### src/rtl/buck_pkg.sv
package buck_pkg;
  // configuration word layout
  localparam int EN_BIT    = 0;
  localparam int VOS_LSB   = 1;
  localparam int VOS_W     = 4;
  localparam int ILIM_LSB  = 5;
  localparam int ILIM_W    = 3;
  localparam int BORC_BIT  = 8;
  localparam int IRQEN_BIT = 9;
  localparam int CLR_BIT   = 10;
  localparam int LIM_LSB   = 11;

  typedef enum logic [1:0] {
    MODE_BYPASS = 2'b00,
    MODE_SMPS   = 2'b01,
    MODE_OPEN   = 2'b10
  } mode_e;

  typedef enum logic [2:0] {
    ST_BYP  = 3'd0,
    ST_RAMP = 3'd1,
    ST_RUN  = 3'd2,
    ST_OPEN = 3'd3,
    ST_WAKE = 3'd4
  } state_e;
endpackage

### src/rtl/buck_cfg_regs.sv
module buck_cfg_regs
  import buck_pkg::*;
#(
  parameter int LIM_W    = 8,
  parameter int LIM_RST  = 200,
  parameter int ILIM_RST = 7
) (
  input  logic                     clk,
  input  logic                     rst,
  input  logic [VOS_W-1:0]         trim_coarse,
  input  logic                     cfg_we,
  input  logic [LIM_LSB+LIM_W-1:0] cfg_wdata,
  input  logic                     stby_wake,
  input  logic                     bor_hi,
  output logic [LIM_LSB+LIM_W-1:0] cfg_rdata,
  output logic                     en_q,
  output logic [VOS_W-1:0]         vos_q,
  output logic [VOS_W-1:0]         trim_q,
  output logic [ILIM_W-1:0]        ilim_q,
  output logic [LIM_W-1:0]         lim_q,
  output logic                     fbyp_q,
  output logic                     irq_q,
  output logic                     rst_req_q,
  output logic                     force_byp,
  output logic                     vos_chg
);
  logic             borc_q;
  logic             irqen_q;
  logic [VOS_W-1:0] wr_vos;

  assign wr_vos    = cfg_wdata[VOS_LSB +: VOS_W];
  assign force_byp = bor_hi && borc_q && en_q;
  assign vos_chg   = cfg_we && (wr_vos != vos_q);

  always_ff @(posedge clk) begin
    if (rst) begin
      en_q      <= 1'b0;
      vos_q     <= trim_coarse;
      trim_q    <= trim_coarse;
      ilim_q    <= ILIM_W'(ILIM_RST);
      lim_q     <= LIM_W'(LIM_RST);
      borc_q    <= 1'b0;
      irqen_q   <= 1'b0;
      fbyp_q    <= 1'b0;
      irq_q     <= 1'b0;
      rst_req_q <= 1'b0;
    end else begin
      irq_q     <= fbyp_q && irqen_q;
      rst_req_q <= bor_hi && !borc_q;
      if (stby_wake) begin
        vos_q <= trim_q;
      end else if (cfg_we) begin
        en_q    <= cfg_wdata[EN_BIT];
        vos_q   <= wr_vos;
        ilim_q  <= cfg_wdata[ILIM_LSB +: ILIM_W];
        borc_q  <= cfg_wdata[BORC_BIT];
        irqen_q <= cfg_wdata[IRQEN_BIT];
        lim_q   <= cfg_wdata[LIM_LSB +: LIM_W];
        if (cfg_wdata[CLR_BIT]) fbyp_q <= 1'b0;
      end
      if (force_byp) begin
        en_q   <= 1'b0;
        fbyp_q <= 1'b1;
      end
    end
  end

  always_comb begin
    cfg_rdata                        = '0;
    cfg_rdata[EN_BIT]                = en_q;
    cfg_rdata[VOS_LSB +: VOS_W]      = vos_q;
    cfg_rdata[ILIM_LSB +: ILIM_W]    = ilim_q;
    cfg_rdata[BORC_BIT]              = borc_q;
    cfg_rdata[IRQEN_BIT]             = irqen_q;
    cfg_rdata[LIM_LSB +: LIM_W]      = lim_q;
  end

  AST_FORCE_CLEARS_EN: assert property (@(posedge clk) disable iff (rst)
    force_byp |=> (!en_q && fbyp_q));
  AST_BOR_RESET_REQ: assert property (@(posedge clk) disable iff (rst)
    (bor_hi && !borc_q) |=> rst_req_q);
  AST_FLAG_CLEAR: assert property (@(posedge clk) disable iff (rst)
    (cfg_we && cfg_wdata[CLR_BIT] && !force_byp && !stby_wake) |=> !fbyp_q);
  AST_WAKE_RETAINS: assert property (@(posedge clk) disable iff (rst)
    (stby_wake && !force_byp) |=> (en_q == $past(en_q) && ilim_q == $past(ilim_q)
                                   && fbyp_q == $past(fbyp_q)));
endmodule

### src/rtl/buck_mode_fsm.sv
module buck_mode_fsm
  import buck_pkg::*;
(
  input  logic  clk,
  input  logic  rst,
  input  logic  stby_wake,
  input  logic  en_q,
  input  logic  fbyp_q,
  input  logic  force_byp,
  input  logic  vos_chg,
  input  logic  lp_req,
  input  logic  vout_ok,
  input  logic  tgt_reached,
  output mode_e mode_q,
  output logic  clk_en_q,
  output logic  cpu_q,
  output logic  rdy_q,
  output logic  byp_q,
  output logic  in_ramp
);
  state_e st_q, st_d;

  function automatic mode_e mode_of(state_e s);
    case (s)
      ST_RAMP, ST_RUN:  return MODE_SMPS;
      ST_OPEN, ST_WAKE: return MODE_OPEN;
      default:          return MODE_BYPASS;
    endcase
  endfunction

  always_comb begin
    st_d = st_q;
    if (stby_wake || force_byp) begin
      st_d = ST_BYP;
    end else begin
      case (st_q)
        ST_BYP:  if (en_q && !fbyp_q) st_d = ST_RAMP;
        ST_RAMP: begin
          if (!en_q)            st_d = ST_BYP;
          else if (lp_req)      st_d = ST_OPEN;
          else if (tgt_reached) st_d = ST_RUN;
        end
        ST_RUN: begin
          if (!en_q)        st_d = ST_BYP;
          else if (lp_req)  st_d = ST_OPEN;
          else if (vos_chg) st_d = ST_RAMP;
        end
        ST_OPEN: begin
          if (!en_q)        st_d = ST_BYP;
          else if (!lp_req) st_d = ST_WAKE;
        end
        ST_WAKE: begin
          if (!en_q)        st_d = ST_BYP;
          else if (lp_req)  st_d = ST_OPEN;
          else if (vout_ok) st_d = ST_RAMP;
        end
        default: st_d = ST_BYP;
      endcase
    end
  end

  // outputs registered from the next state so they change with the state
  always_ff @(posedge clk) begin
    if (rst) begin
      st_q     <= ST_BYP;
      mode_q   <= MODE_BYPASS;
      clk_en_q <= 1'b0;
      cpu_q    <= 1'b1;
      rdy_q    <= 1'b0;
      byp_q    <= 1'b1;
    end else begin
      st_q     <= st_d;
      mode_q   <= mode_of(st_d);
      clk_en_q <= (st_d == ST_RAMP) || (st_d == ST_RUN);
      cpu_q    <= !((st_d == ST_OPEN) || (st_d == ST_WAKE));
      rdy_q    <= (st_d == ST_RUN);
      byp_q    <= (st_d == ST_BYP);
    end
  end

  assign in_ramp = (st_q == ST_RAMP);

  AST_READY_NEEDS_TARGET: assert property (@(posedge clk) disable iff (rst)
    $rose(rdy_q) |-> $past(tgt_reached));
  AST_WAKE_NEEDS_VOUT: assert property (@(posedge clk) disable iff (rst)
    (st_q == ST_RAMP && $past(st_q) == ST_WAKE) |-> $past(vout_ok));
  AST_STOP_OPENS: assert property (@(posedge clk) disable iff (rst)
    ((st_q == ST_RUN || st_q == ST_RAMP) && en_q && lp_req && !force_byp && !stby_wake)
      |=> (mode_q == MODE_OPEN && !cpu_q && !clk_en_q));
  AST_FORCED_STAYS_BYPASS: assert property (@(posedge clk) disable iff (rst)
    (fbyp_q && st_q == ST_BYP) |=> byp_q);
endmodule

### src/rtl/buck_settle_timer.sv
module buck_settle_timer #(
  parameter int LIM_W = 8
) (
  input  logic             clk,
  input  logic             rst,
  input  logic             in_ramp,
  input  logic             tgt_reached,
  input  logic [LIM_W-1:0] lim,
  output logic             err_q
);
  logic [LIM_W-1:0] cnt_q;

  always_ff @(posedge clk) begin
    if (rst) begin
      cnt_q <= '0;
      err_q <= 1'b0;
    end else if (!in_ramp) begin
      cnt_q <= '0;
      err_q <= 1'b0;
    end else begin
      if (cnt_q != '1) cnt_q <= cnt_q + 1'b1;
      if (tgt_reached)      err_q <= 1'b0;
      else if (cnt_q == lim) err_q <= 1'b1;
    end
  end

  AST_ERR_NEEDS_MISS: assert property (@(posedge clk) disable iff (rst)
    $rose(err_q) |-> $past(in_ramp && !tgt_reached));
  AST_ERR_CLEARS_ON_TARGET: assert property (@(posedge clk) disable iff (rst)
    (in_ramp && tgt_reached) |=> !err_q);
endmodule

### src/rtl/buck_scale.sv
module buck_scale
  import buck_pkg::*;
#(
  parameter int BASE_MV      = 1500,
  parameter int STEP_MV      = 50,
  parameter int ILIM_BASE_MA = 80,
  parameter int ILIM_STEP_MA = 20,
  parameter int MV_W         = 12,
  parameter int MA_W         = 8,
  parameter bit REG_OUT      = 1'b1
) (
  input  logic              clk,
  input  logic              rst,
  input  logic [VOS_W-1:0]  vos,
  input  logic [VOS_W-1:0]  trim,
  input  logic [ILIM_W-1:0] ilim,
  output logic [MV_W-1:0]   mv,
  output logic [MA_W-1:0]   ma
);
  logic [MV_W-1:0] mv_c;
  logic [MA_W-1:0] ma_c;

  always_comb begin
    mv_c = MV_W'(BASE_MV + (int'(vos) - int'(trim)) * STEP_MV);
    ma_c = MA_W'(ILIM_BASE_MA + int'(ilim) * ILIM_STEP_MA);
  end

  generate
    if (REG_OUT) begin : g_reg
      always_ff @(posedge clk) begin
        if (rst) begin
          mv <= '0;
          ma <= '0;
        end else begin
          mv <= mv_c;
          ma <= ma_c;
        end
      end
    end else begin : g_comb
      assign mv = mv_c;
      assign ma = ma_c;
    end
  endgenerate
endmodule

### src/rtl/buck_mode_ctrl.sv
module buck_mode_ctrl
  import buck_pkg::*;
#(
  parameter int LIM_W        = 8,
  parameter int LIM_RST      = 200,
  parameter int ILIM_RST     = 7,
  parameter int BASE_MV      = 1500,
  parameter int STEP_MV      = 50,
  parameter int ILIM_BASE_MA = 80,
  parameter int ILIM_STEP_MA = 20,
  parameter int MV_W         = 12,
  parameter int MA_W         = 8
) (
  input  logic                     clk,
  input  logic                     rst,
  input  logic [VOS_W-1:0]         trim_coarse,
  input  logic                     cfg_we,
  input  logic [LIM_LSB+LIM_W-1:0] cfg_wdata,
  output logic [LIM_LSB+LIM_W-1:0] cfg_rdata,
  input  logic                     stby_wake,
  input  logic                     bor_hi,
  input  logic                     lp_req,
  input  logic                     vout_ok,
  input  logic                     tgt_reached,
  output logic [1:0]               mode,
  output logic                     sw_clk_en,
  output logic                     cpu_release,
  output logic                     rdy_flag,
  output logic                     byp_flag,
  output logic                     fbyp_flag,
  output logic                     irq,
  output logic                     rst_req,
  output logic                     settle_err,
  output logic [MV_W-1:0]          vout_target_mv,
  output logic [MA_W-1:0]          ilim_ma
);
  logic              en_q, fbyp_q, force_byp, vos_chg, in_ramp;
  logic [VOS_W-1:0]  vos_q, trim_q;
  logic [ILIM_W-1:0] ilim_q;
  logic [LIM_W-1:0]  lim_q;
  mode_e             mode_q;

  buck_cfg_regs #(.LIM_W(LIM_W), .LIM_RST(LIM_RST), .ILIM_RST(ILIM_RST)) i_cfg (
    .clk(clk), .rst(rst), .trim_coarse(trim_coarse), .cfg_we(cfg_we),
    .cfg_wdata(cfg_wdata), .stby_wake(stby_wake), .bor_hi(bor_hi),
    .cfg_rdata(cfg_rdata), .en_q(en_q), .vos_q(vos_q), .trim_q(trim_q),
    .ilim_q(ilim_q), .lim_q(lim_q), .fbyp_q(fbyp_q), .irq_q(irq),
    .rst_req_q(rst_req), .force_byp(force_byp), .vos_chg(vos_chg)
  );

  buck_mode_fsm i_fsm (
    .clk(clk), .rst(rst), .stby_wake(stby_wake), .en_q(en_q), .fbyp_q(fbyp_q),
    .force_byp(force_byp), .vos_chg(vos_chg), .lp_req(lp_req), .vout_ok(vout_ok),
    .tgt_reached(tgt_reached), .mode_q(mode_q), .clk_en_q(sw_clk_en),
    .cpu_q(cpu_release), .rdy_q(rdy_flag), .byp_q(byp_flag), .in_ramp(in_ramp)
  );

  buck_settle_timer #(.LIM_W(LIM_W)) i_settle (
    .clk(clk), .rst(rst), .in_ramp(in_ramp), .tgt_reached(tgt_reached),
    .lim(lim_q), .err_q(settle_err)
  );

  buck_scale #(
    .BASE_MV(BASE_MV), .STEP_MV(STEP_MV), .ILIM_BASE_MA(ILIM_BASE_MA),
    .ILIM_STEP_MA(ILIM_STEP_MA), .MV_W(MV_W), .MA_W(MA_W), .REG_OUT(1'b1)
  ) i_scale (
    .clk(clk), .rst(rst), .vos(vos_q), .trim(trim_q), .ilim(ilim_q),
    .mv(vout_target_mv), .ma(ilim_ma)
  );

  assign mode      = mode_q;
  assign fbyp_flag = fbyp_q;

  AST_IRQ_NEEDS_FLAG: assert property (@(posedge clk) disable iff (rst)
    (!fbyp_flag && !$past(fbyp_flag)) |-> !irq);
  AST_BYPASS_FLAG_MATCH: assert property (@(posedge clk) disable iff (rst)
    byp_flag == (mode == 2'b00));
endmodule

### config.mk
export PLATFORM = sky130hd
export DESIGN_NAME = buck_mode_ctrl
export DESIGN_NICKNAME = d
export VERILOG_FILES = /design/src/rtl/buck_pkg.sv /design/src/rtl/buck_cfg_regs.sv /design/src/rtl/buck_mode_fsm.sv /design/src/rtl/buck_settle_timer.sv /design/src/rtl/buck_scale.sv /design/src/rtl/buck_mode_ctrl.sv
export SDC_FILE = /design/constraint.sdc
export NUM_CORES = 1
export LEC_CHECK = 0
export ABC_AREA = 1
export BUFFER_PORTS_ARGS = -buffer_cell sky130_fd_sc_hd__clkbuf_2
export CAP_MARGIN = 20
export CORE_ASPECT_RATIO = 0.9
export CORE_MARGIN = 3
export CORE_UTILIZATION = 35
export DETAILED_ROUTE_END_ITERATION = 12
export SLEW_MARGIN = 20
export SYNTH_ARGS = -nofsm -noshare
export SYNTH_HDL_FRONTEND = slang
export SYNTH_SLANG_ARGS = --single-unit
### constraint.sdc
create_clock -name clk -period 3.8 [get_ports clk]
set_clock_uncertainty 0.15 [all_clocks]
set_input_delay 0.57 -clock clk [delete_from_list [all_inputs] [get_ports clk]]
set_output_delay 0.57 -clock clk [all_outputs]
set_load 0.005 [all_outputs]
== Word level (Yosys, flattened, before mapping) ==
Cells that the tools add are included.
Widths: inputs -> output; s select.

* Register bits after elaboration: 63
* Bits in latches: 0
* Bits in writable memories: 0
* Memory bits (read-only): 0
* Input bits: 31
* Output and inout port bits: 49
* Logic and storage cells: 86
* Memories: 0

* $add $sub $neg: 4
* $mul: 2
* Div/mod/pow operators: 0
* Order comparisons: 0
* Eq/ne operators: 12
* Shift-type cells: 0
* Multiplexer cells: 22
* Bitwise gates (word level): 2
* Reduce and logical (&&, ||, !) cells: 24

{| class="wikitable"
|+ Operator list
! cell !! count
|-
| $mux 3 || 13
|-
| $mul 32x6->11 const B || 1
|-
| $pmux 3 s5 || 1
|-
| $add 12x12->12 const A || 1
|-
| $eq 3x2->1 const B || 4
|-
| $mux 4 || 3
|-
| $add 8x1->8 const B || 1
|-
| $add 8x8->8 const A || 1
|-
| $eq 8x8->1 || 1
|-
| $ne 8x8->1 const B || 1
|-
| $reduce_or 2->1 || 4
|-
| $eq 3x1->1 const B || 2
|-
| $eq 3x3->1 const B || 2
|-
| $logic_and 1x1->1 || 6
|-
| $logic_not 3->1 || 2
|-
| $mul 3x3->6 const B || 1
|-
| $sub 4x4->5 || 1
|-
| $mux 1 || 4
|-
| $ne 4x4->1 || 1
|-
| $pmux 2 s2 || 1
|-
| $reduce_bool 2->1 || 2
|-
| $logic_not 1->1 || 3
|-
| $logic_or 1x1->1 || 3
|-
| $reduce_and 3->1 || 1
|-
| other kinds (5) || 6
|}

== Logic depth before layout (Yosys ltp) ==
* Depth in word-level cells: 10
* Gate-level depth with buffers: 21
* Depth with buffers taken out: 21

== Cells and area by module ==
From an unflattened synthesis, not the netlist that was laid out.

* Cells, all modules: 437
* Area, all modules: 3427.0 um^2

{| class="wikitable"
|+ By module, submodules not included
! module !! instances !! cells each !! area an instance (um^2) !! sequential area each (um^2)
|-
| buck_scale || 1 || 155 || 1260.0 || 340.3
|-
| buck_cfg_regs || 1 || 146 || 1184.9 || 580.6
|-
| buck_settle_timer || 1 || 75 || 541.8 || 180.2
|-
| buck_mode_fsm || 1 || 61 || 440.4 || 180.2
|}

== Least setup slack after synthesis ==
Ideal clock, no wire load.

* Path type: reg2reg
* Start: reg i_cfg.vos_q[0]
* End: reg i_scale.mv[11]
* Library setup time: 115 ps
* Arrival: 3740 ps
* Data required time: 3535 ps
* Slack: -205 ps
* Stages on the path, launching flop included: 21
* Path buffers: 0
* Cell sequence: edfxtp_1 > inv_1 > ha_1 > inv_1 > fa_1 > nand2_1 > nand2_2 > a21oi_4 > inv_2 > fa_1 > inv_1 > ha_1 > ha_1 > fa_1 > xor2_1 > nor2_1 > nand3_1 > nand2_1 > nand3_1 > nand2_1 > nor2_1

* Word-level cells in the longest chain between the ends: 3

{| class="wikitable"
|+ RTL lines
! item !! line !! text
|-
| start, declared || buck_cfg_regs.sv:17 || <nowiki>output logic [VOS_W-1:0] vos_q,</nowiki>
|-
| start signal, assigned || buck_cfg_regs.sv:38 || <nowiki>vos_q <= trim_coarse;</nowiki>
|-
| start signal, assigned || buck_cfg_regs.sv:51 || <nowiki>vos_q <= trim_q;</nowiki>
|-
| start signal, assigned || buck_cfg_regs.sv:54 || <nowiki>vos_q <= wr_vos;</nowiki>
|-
| $sub 4x4->5 || buck_scale.sv:24 || <nowiki>mv_c = MV_W'(BASE_MV + (int'(vos) - int'(trim)) * STEP_MV);</nowiki>
|-
| $mul 32x6->11 || buck_scale.sv:24 ||
|-
| $add 12x12->12 || buck_scale.sv:24 ||
|-
| end signal, assigned || buck_scale.sv:35 || <nowiki>mv <= mv_c;</nowiki>
|-
| end, declared || buck_scale.sv:17 || <nowiki>output logic [MV_W-1:0] mv,</nowiki>
|}

Every way passes these cells.
A chain may end at the register's enable or synchronous reset.

== Final worst setup path ==
Same ends and word-level chain as after synthesis.

==> impl_metrics.yaml <==
run_status:
  status: "finished, violations left"
  violations: "negative setup slack"
finish:
  antennaDiodeCount: 0
  nNetsFinal: 545
  drive_above_1_share: 0.347
  stdcell_count: 609
  syn_to_final_growth_pct: 32.8
  fillCellCount: 885
  fin_util: 0.483
grt:
  grt_max_degree: 28
  grt.total_usage: 0.158
  grt_pass1_wl_mm: 12.6
  grt_pass1_vias: 2693
  antenna_found_initial: 0
  globalRoute.totalOverflow: 0
sta:
  finalCritPeriodShare: 1.02
  setup_slack_ps: -61.1
  hold_ws_ps: 277
  period_minus_slack_ps: 3860
  hold_viol: 0
  worst-slew-pin-transition_ps: 500
  rsz0062_at_grt: "true"
  slew_viol_final: 0
  setup_violations: 2
  maxSlewHeadroom: 0.667
  fmax_ghz: 0.259
logic_synthesis:
  synth_commonest_cells: "70 x nand2_1, 51 x dfxtp_1, 46 x inv_1, 45 x nor2_1, 27 x a21oi_1"
  synth.distinct_cells: 40
  async_flop_share: 0
  yosysTopAreaCell: "dfxtp_1"
  yosys-top-cells-area: "dfxtp_1 32%, ha_1 9.6%, nand2_1 8.4%"
  synth.most_common_cell: "nand2_1"
  synth_ff_type: "dfxtp_1"
  synth_edf_count: 8
  syn_area_mm2: 0.00314
  synth_seq_cells: 59
  synth_area_per_cell_um2: 8.14
  netlist_instances: 386
  yosysSeqAreaShare: 0.401
  ys_warn_count: 0
  yosys.area.top_type_share: 0.325
route:
  via_per_inst: 4.50
  wl_per_cell_um: 12.4
  drt-total-wl_mm: 7.55
  ant_nets: 0
  drt_iter0_markers: 66
  drc: 0
  first_pass_iters: 4
  dr_total_vias: 2739
power_and_ir_drop:
  p_per_area_mw_per_mm2: 648
  clkPwrFrac: 0.223
  peakVddDrop_mv: 0.367
  leakagePower_nw: 2.01
  comb_power_share: 0.504
  p_sw_frac: 0.368
  p_seq_frac: 0.273
  p_int_w: 0.00171
  switchingPower_w: 0.000994
setup_path:
  critPathMostFrequentCell: "nand2_2"
  startpoint: "i_cfg.vos_q[0]"
  cp-endpoint: "i_scale.mv[11]"
  critPathKind: "reg -> reg"
  rr_worst_depth: 20
  worstReg2RegStart: "i_cfg.vos_q[0]"
  crit_fanout: 3
  critical_path.slowest_cell: "fa_1"
  required_ps: 3880
  path_delay_family: "adder cells"
  crit_buf_inv: 4
  start_kind: "flip-flop"
  rrSetupSlack_ps: -60
  crit_cells: 20
  r2r_end: "i_scale.mv[11]"
  worstPathArrival_ps: 3950
  cp_cell_sequence: "inv_2, ha_4, inv_2, fa_2, nand2_2, nand2_2, a21oi_4, buf_6, buf_4, fa_1, ha_1, ha_4, fa_2, xor2_2, nor2_2, nand3_1, nand2_2, nand3_2, nand2_1, nor2_1"
  slowest_delay_ps: 420
  crit_path_end_kind: "flip-flop"
clock_network:
  postCtsHoldBufs: 0
  cts_tree: "yes"
  cts-root-buf: "clkbuf_8"
  htreeDepth: 3
  worst_setup_hold_path_clk_slew_ps: 60
  cts_buffers: 9
  cts_buffer_depth: 2
  clk_latency_ps: 340
  cts_sinks: 59
floorplan:
  pin_count: 80
  dieArea_mm2: 0.0102
  fp.coreArea_mm2: 0.00865
  initial_core_util: 0.363
  die_y_um: 95.9
  die_w_um: 106
  row_count: 32
place:
  place_congestion: 0.810
  place_inst: 577
  dp_hpwl_mm: 5.50
  port_buffers: 75
job:
  maxCapViolations: 0
min_path:
  hp-class: "in -> reg"
through the flow:
step	setup TNS (ps)	power [W]	cell area, um2	worst slack, ps
final	-61.8	0.00270	4170	-61.1
after global routing	-593	0.00293	4170	-248
after CTS	0	0.00259	4100	5.43
after detailed placement	-78.6	0.00180	3690	-73.0
after global placement	-2.93	0.00176	3690	-2.93
after floorplan	-88.2	0.00150	3200	-88.2
flip-flops by register name, indices dropped and copies added, names as in the netlist, 2 cells and up:
register / count
i_settle.cnt_q: 8
i_cfg.trim_q: 4
i_fsm.st_q: 3
i_fsm.mode_q: 2
i_scale.ma: 6
i_cfg.vos_q: 4
i_cfg.ilim_q: 3
i_cfg.lim_q: 8
i_scale.mv: 11
power by group through the flow:
stage          clock, W  combinational [W]  sequential, W
5_1_grt        0.000654            0.00153       0.000748
3_5_place_dp          0            0.00105       0.000752
2_1_floorplan         0           0.000747       0.000757
3_3_place_gp          0            0.00101       0.000752
4_1_cts        0.000627            0.00123       0.000739
6_report       0.000603            0.00136       0.000739
worst register-to-register path: stages (launching register included):
cell      delay [ps]
edfxtp_1         390
inv_2             90
ha_4             120
inv_2             40
fa_2             370
nand2_2           80
nand2_2           70
a21oi_4          160
buf_6            120
buf_4            140
fa_1             420
ha_1             240
ha_4             180
fa_2             410
xor2_2           200
nor2_2           150
nand3_1          130
nand2_2          130
nand3_2           60
nand2_1           60
nor2_1            50
cells by family after synthesis:
family                     after synthesis  share of synthesized area
AOI/OAI and AO/OA                       60                      0.108
xor gates and xnor gates                14                     0.0438
adders and majority gates               29                      0.127
buffers and inverters                   65                     0.0924
DFF                                     59                      0.401
other                                    1                    0.00119
and+or+nand+nor                        158                      0.226
repair_timing:
item	4_1_cts	5_1_grt
gates resized for setup	12	14
cloned	0	0
pin swaps	14	12
setup buffers	15	1
setup endpoints to repair	2	4
area by class of cell:
cell class | count | area, um2 | area share
multi-input combinational | 265 | 1790 | 0.429
sequential | 59 | 1260 | 0.302
timing repair buffer | 102 | 582 | 0.139
inverter | 48 | 180 | 0.0432
clock buffer | 12 | 165 | 0.0396
tap | 119 | 149 | 0.0357
clock inverter | 4 | 47.5 | 0.0114
worst min path at each step:
stage                         startpoint               to  slack (ps)  depth (start not counted)
after floorplan             i_cfg.borc_q  i_cfg.rst_req_q         270                          1
after global placement     i_cfg.irqen_q    i_cfg.irqen_q         310                          2
after detailed placement   i_cfg.irqen_q    i_cfg.irqen_q         320                          2
after CTS                 trim_coarse[2]  i_cfg.trim_q[2]         250                          1
after global routing      trim_coarse[3]  i_cfg.trim_q[3]         260                          1
final                     trim_coarse[2]  i_cfg.trim_q[2]         280                          1
layer usage:
metal / part of all wire / GRT usage
met5: 0 / 0
met1: 0.44 / 0.198
met4: 0.0094 / 0.0518
met2: 0.49 / 0.267
met3: 0.056 / 0.0443
layout by cell type (no fill, tap or decap), types with 2 or more instances in the layout:
cell type	Yosys	final
ha_4	0	7
or2_2	3	3
nand2_2	4	9
fa_2	0	2
buf_4	11	26
clkbuf_2	0	75
inv_1	46	43
conb_1	1	4
nand2_1	70	65
inv_2	2	5
edfxtp_1	8	8
o211ai_1	3	3
nand4_1	2	2
fa_1	5	3
a21oi_1	27	25
dfxtp_1	51	51
o21ai_2	1	3
a21oi_2	1	3
clkinv_2	0	2
nor3_2	2	2
clkbuf_8	0	12
nand3_2	2	5
o21ai_0	19	18
ha_1	24	17
nand3_1	21	18
nor2_1	45	44
a31oi_1	2	2
nor3_1	2	2
nor2_2	3	4
xor2_1	4	3
xnor2_4	0	2
xnor2_1	8	7
Power figures use the tool's default switching activity.
